==> src/rtl/fld_pkg.sv <==
package fld_pkg;

    localparam int unsigned RATIO_HI = 16;
    localparam int unsigned RATIO_LO = 128;

    typedef enum logic [1:0] {
        ST_HOLD    = 2'd0,
        ST_TRY     = 2'd1,
        ST_CONFIRM = 2'd2,
        ST_LOCKED  = 2'd3
    } fld_state_e;

    typedef struct packed {
        logic win_end;
        logic in_tol;
    } win_res_t;

    typedef struct packed {
        logic tog;
        logic los;
        logic hold_n;
    } async_in_t;

    function automatic int unsigned expect_edges(input int unsigned ratio,
                                                 input int unsigned win,
                                                 input int unsigned div);
        return (ratio * win) / div;
    endfunction

endpackage

==> src/rtl/fld_sync.sv <==
module fld_sync #(
    parameter int unsigned W = 1,
    parameter logic [W-1:0] RST_VAL = '0
) (
    input  logic         clk,
    input  logic         rst,
    input  logic [W-1:0] d,
    output logic [W-1:0] q
);
    logic [W-1:0] meta;

    always_ff @(posedge clk) begin
        if (rst) begin
            meta <= RST_VAL;
            q    <= RST_VAL;
        end else begin
            meta <= d;
            q    <= meta;
        end
    end
endmodule

==> src/rtl/fld_win_meas.sv <==
module fld_win_meas
    import fld_pkg::*;
#(
    parameter int unsigned WIN_LEN = 1024,
    parameter int unsigned DIV_N   = 512,
    parameter int unsigned TOL     = 2
) (
    input  logic     clk,
    input  logic     rst,
    input  logic     clear,
    input  logic     rate_hi,
    input  logic     tog_s,
    output win_res_t res
);
    localparam int unsigned EXP_HI = expect_edges(RATIO_HI, WIN_LEN, DIV_N);
    localparam int unsigned EXP_LO = expect_edges(RATIO_LO, WIN_LEN, DIV_N);
    localparam int unsigned CNT_W  = $clog2(WIN_LEN + EXP_LO + TOL + 2);
    localparam int unsigned WIN_W  = $clog2(WIN_LEN);

    logic             tog_q;
    logic             edge_seen;
    logic             last;
    logic [WIN_W-1:0] win_cnt;
    logic [CNT_W-1:0] edge_cnt;
    logic [CNT_W-1:0] total;
    logic [CNT_W-1:0] expect_v;
    logic [CNT_W-1:0] diff;

    always_comb begin
        edge_seen   = tog_s ^ tog_q;
        last        = (win_cnt == WIN_W'(WIN_LEN - 1));
        total       = edge_cnt + CNT_W'(edge_seen);
        expect_v    = rate_hi ? CNT_W'(EXP_HI) : CNT_W'(EXP_LO);
        diff        = (total >= expect_v) ? (total - expect_v) : (expect_v - total);
        res.win_end = last & ~clear;
        res.in_tol  = (diff <= CNT_W'(TOL));
    end

    always_ff @(posedge clk) begin
        if (rst) tog_q <= 1'b0;
        else     tog_q <= tog_s;
    end

    always_ff @(posedge clk) begin
        if (rst || clear || last) begin
            win_cnt  <= '0;
            edge_cnt <= '0;
        end else begin
            win_cnt  <= win_cnt + 1'b1;
            edge_cnt <= total;
        end
    end
endmodule

==> src/rtl/fld_ctrl.sv <==
module fld_ctrl
    import fld_pkg::*;
(
    input  logic       clk,
    input  logic       rst,
    input  logic       override,
    input  win_res_t   res,
    output fld_state_e state
);
    fld_state_e nxt;

    always_comb begin
        nxt = state;
        if (override) begin
            nxt = ST_HOLD;
        end else if (res.win_end) begin
            unique case (state)
                ST_HOLD:    nxt = ST_TRY;
                ST_TRY:     nxt = res.in_tol ? ST_CONFIRM : ST_HOLD;
                ST_CONFIRM: nxt = res.in_tol ? ST_LOCKED  : ST_HOLD;
                ST_LOCKED:  nxt = res.in_tol ? ST_LOCKED  : ST_HOLD;
                default:    nxt = ST_HOLD;
            endcase
        end
    end

    always_ff @(posedge clk) begin
        if (rst) state <= ST_HOLD;
        else     state <= nxt;
    end
endmodule

==> src/rtl/cdr_flock_det.sv <==
module cdr_flock_det
    import fld_pkg::*;
#(
    parameter int unsigned WIN_LEN = 1024,
    parameter int unsigned DIV_N   = 512,
    parameter int unsigned TOL     = 2
) (
    input  logic clk,
    input  logic rst,
    input  logic rate_hi,
    input  logic sig_det_n,
    input  logic hold_ref_n,
    input  logic dclk_tog,
    output logic locked,
    output logic use_ref,
    output logic force_zero
);
    async_in_t  raw_in;
    async_in_t  syn_in;
    logic       override;
    win_res_t   res;
    fld_state_e state;

    assign raw_in = '{tog: dclk_tog, los: sig_det_n, hold_n: hold_ref_n};

    fld_sync #(
        .W      ($bits(async_in_t)),
        .RST_VAL(3'b001)
    ) u_sync (
        .clk(clk),
        .rst(rst),
        .d  (raw_in),
        .q  (syn_in)
    );

    assign override = syn_in.los | ~syn_in.hold_n;

    fld_win_meas #(
        .WIN_LEN(WIN_LEN),
        .DIV_N  (DIV_N),
        .TOL    (TOL)
    ) u_meas (
        .clk    (clk),
        .rst    (rst),
        .clear  (override),
        .rate_hi(rate_hi),
        .tog_s  (syn_in.tog),
        .res    (res)
    );

    fld_ctrl u_ctrl (
        .clk     (clk),
        .rst     (rst),
        .override(override),
        .res     (res),
        .state   (state)
    );

    assign locked     = (state == ST_LOCKED);
    assign use_ref    = (state == ST_HOLD);
    assign force_zero = syn_in.los;
endmodule

==> config.mk <==
export PLATFORM = sky130hd
export DESIGN_NAME = cdr_flock_det
export DESIGN_NICKNAME = d
export VERILOG_FILES = /design/src/rtl/fld_pkg.sv /design/src/rtl/fld_sync.sv /design/src/rtl/fld_win_meas.sv /design/src/rtl/fld_ctrl.sv /design/src/rtl/cdr_flock_det.sv
export SDC_FILE = /design/constraint.sdc
export NUM_CORES = 1
export LEC_CHECK = 0
export BUFFER_PORTS_ARGS = -buffer_cell sky130_fd_sc_hd__buf_2
export CAP_MARGIN = 10
export CORE_MARGIN = 1
export CORE_UTILIZATION = 35
export CTS_CLUSTER_SIZE = 8
export DETAILED_ROUTE_END_ITERATION = 6
export PLACE_DENSITY_LB_ADDON = 0.05
export SETUP_SLACK_MARGIN = 0.5
export SLEW_MARGIN = 20
export SYNTH_ARGS = -nofsm -noshare
export SYNTH_HDL_FRONTEND = slang
export SYNTH_SLANG_ARGS = --single-unit
==> constraint.sdc <==
create_clock -name clk -period 3.84 [get_ports clk]
set_input_delay 0.576 -clock clk [delete_from_list [all_inputs] [get_ports clk]]
set_output_delay 0.576 -clock clk [all_outputs]
set_load 0.01 [all_outputs]
==> metrics.txt <==
TritonCTS clock tree yes; power per cell area 289 nW/um^2; initial antenna violation count 0; Routed WL 5.30 mm; via density per instance around 5.4; grt met1 use 0.199; DR pass1 iterations 4; Setup TNS Final 0 ps; largest stage delay on the critical path between 300 and 400 ps; clock latency on the worst-skew pair approximately 290 ps; Buffers & Inverters on Critical Path 2; Critical Path End Type flop; non-filler cells, final 332; Min-Delay Path Class flop to flop; post-DP HPWL 3.65 mm; Placed Area 2140 sq um; DRC 0; post-route ant nets 0; Syn Inst Count 228; clock sink total 30; Critical R2R Launch u_sync.q[2]; Tcrit/Tclk final 0.900; Worst-path clk slew 80 ps; footprint of the multi-input gates 1420 sq um; kind of critical path flop to flop; number of distinct library cells after synthesis between 60 and 70; Final Skew approximately 12 ps; status complete, no violations; Slew HR 0.661; Clock Path Buffers 2; placed insts 303; initial core utilization 0.375; Ys Warns 0; Hold EP u_sync.q[0]; Inserted Diodes 0; EDFF count, synth 0; Net count, final ~280; CTS root buffer clkbuf_8; R2R setup slack 380 ps; register bit total from synthesis 30; RSZ-0062 raised after global routing yes; fin. max-slew vios 0; Avg Cell Area, Syn a little under 9 sq um; largest net degree at the start of global routing 20; CP dominant cell by count ha_4; FMAX 0.289 GHz; max cap viols 0; Chip Height approximately 77 um; fillers 534; Critical Path Start Type flop; Final Setup Violations 0; worst reg2reg path depth 17; Worst Tran Pin Value roughly 500 ps; clock buffer count from CTS 5; met3 Use GR 0.0321; Worst EP required between 4000 and 5000 ps; min-delay src u_sync.meta[0]; RePlAce Congestion 0.868; wire per inst ~16 um; hold path cells 1; Reg area a little over 600 sq um; Max IR drop VDD between 0.15 and 0.2 mV; chip width between 70 and 80 um; first-pass GRT wire length between 8 and 9 mm; cells along the critical path xor2_1 > ha_2 > ha_4 > and3_4 > nand2_4 > xor2_4 > ha_4 > buf_6 > and2b_1 > o21ai_2 > buf_4 > a32o_1 > a21o_1 > o32a_1 > a2111oi_4 > nand3_1 > a211oi_2; worst r2r dst u_ctrl.state[1]; Syn Std Cell Area 1980 sq um; total I/O pin count 9; Area growth syn-to-layout 27.2%; share of flip-flops with an asynchronous set or reset after synthesis 0; crit path time final ~3500 ps; share of layout cells above drive strength 1 0.324; all-layer global routing usage 0.187; core area about 5300 sq um; hold bufs inserted after CTS 0; endpoints failing hold 0; 1st-iter DRT viols 93; Die Area just under 6000 sq um; port bufs 8; H-Tree Depth 2; met2 Use GR 0.359; vias in the first global route around 1800; Leakage approximately 1 nW; total global routing overflow 0; Via Count 1808; Post-synth top flop dfxtp_1; Rows 26; Mapped Nets between 200 and 250; CP max-delay cell o32a_1; Crit path arrival time approximately 3700 ps; Crit path max-delay family compound AO/OA/AOI/OAI gates; cell area after layout around 2500 sq um; register area share after synthesis 0.304; CP max FO 3; layer with the highest usage met2
==> what timing repair did <==
action	CTS	global route
gates cloned	0	0
pin swaps	12	14
endpoints found under the setup margin	2	2
gates resized for setup	10	11
buffers inserted	20	1
==> worst reg2reg max path, cell delays in order, from the launching register on <==
cell and delay, ps:
dfxtp_2 340, xor2_1 150, ha_2 230, ha_4 130, and3_4 190, nand2_4 60
xor2_4 160, ha_4 290, buf_6 90, and2b_1 120, o21ai_2 90, buf_4 160
a32o_1 210, a21o_1 150, o32a_1 390, a2111oi_4 300, nand3_1 140, a211oi_2 180
==> logic make-up after synthesis <==
kind of cell | share of synthesized area
simple gates | 0.271
compound gates | 0.186
flops | 0.304
xor+xnor | 0.106
buf+inv | 0.0545
fa+ha+maj | 0.0633
mux | 0.0152
==> per-stage QoR <==
| stage | hold slack [ps] | util | power (mW) | setup WS, ps |
|---|---|---|---|---|
| 2_1_floorplan | 389 | - | 0.403 | 333 |
| 3_3_place_gp | 393 | 0.406 | 0.427 | 234 |
| 3_5_place_dp | 420 | 0.406 | 0.428 | 186 |
| 4_1_cts | 437 | 0.464 | 0.729 | 359 |
| 5_1_grt | 444 | 0.477 | 0.759 | 219 |
| 6_report | 430 | 0.477 | 0.726 | 384 |
==> state kept, by name (all words and copies together), names as in the netlist <==
| name | flops |
|---|---|
| u_ctrl.state | 2 |
| u_sync.meta | 3 |
| u_sync.q | 3 |
| u_meas.tog_q | 1 |
| u_meas.win_cnt | 10 |
| u_meas.edge_cnt | 11 |
==> worst max-delay path by stage <==
| stage | from | to | depth (start not counted) |
|---|---|---|---|
| 2_1_floorplan | u_meas.tog_q | u_ctrl.state[1] | 17 |
| 3_3_place_gp | u_sync.q[2] | u_ctrl.state[1] | 16 |
| 3_5_place_dp | u_sync.q[2] | u_ctrl.state[1] | 16 |
| 4_1_cts | u_sync.q[2] | u_ctrl.state[1] | 15 |
| 5_1_grt | u_sync.q[2] | u_ctrl.state[1] | 17 |
| 6_report | u_sync.q[2] | u_ctrl.state[1] | 17 |
==> layout make-up <==
class / count / share of cell area
clock inverters: 2 / 0.00498
flip-flops and latches: 30 / 0.240
inverters: 10 / 0.0149
well taps: 70 / 0.0348
repair buffers: 37 / 0.107
multi-input cells: 177 / 0.565
clock buffers: 6 / 0.0329
==> where the power goes <==
group          internal, mW  total, mW  switching, mW
sequential            0.317      0.321        0.00334
clock                 0.144      0.280          0.136
combinational        0.0618      0.125         0.0635
==> synth_stat cells (4+ instances only) <==
cell	instances	area, sq um
nand3_1	11	55.1
nor2_1	30	113
inv_1	10	37.5
a21oi_1	5	25.0
xor2_1	12	105
clkbuf_1	5	18.8
ha_1	10	125
xnor2_1	10	87.6
or3_1	4	25.0
nor2b_1	6	37.5
nand2_1	14	52.6
dfxtp_1	30	601
==> cell usage in the layout, fill, tap and decap left out, types with 4 or more instances in the layout <==
master     n
xnor2_1   10
ha_1       4
clkbuf_8   6
xor2_1    10
a21oi_1    4
nor2_1    29
nand3_1   11
dfxtp_1   28
buf_4     26
buf_2      8
inv_1     10
ha_4       4
nand2_1   12
nor2b_1    6
==> metal layers <==
layer  vias to the layer above  part of all wire
met5                         -                 0
met3                        16             0.031
met4                         0             0.031
met1                       875              0.42
li1                        878                 -
met2                        39              0.52
Note: power is estimated with default switching activity, not from simulation.
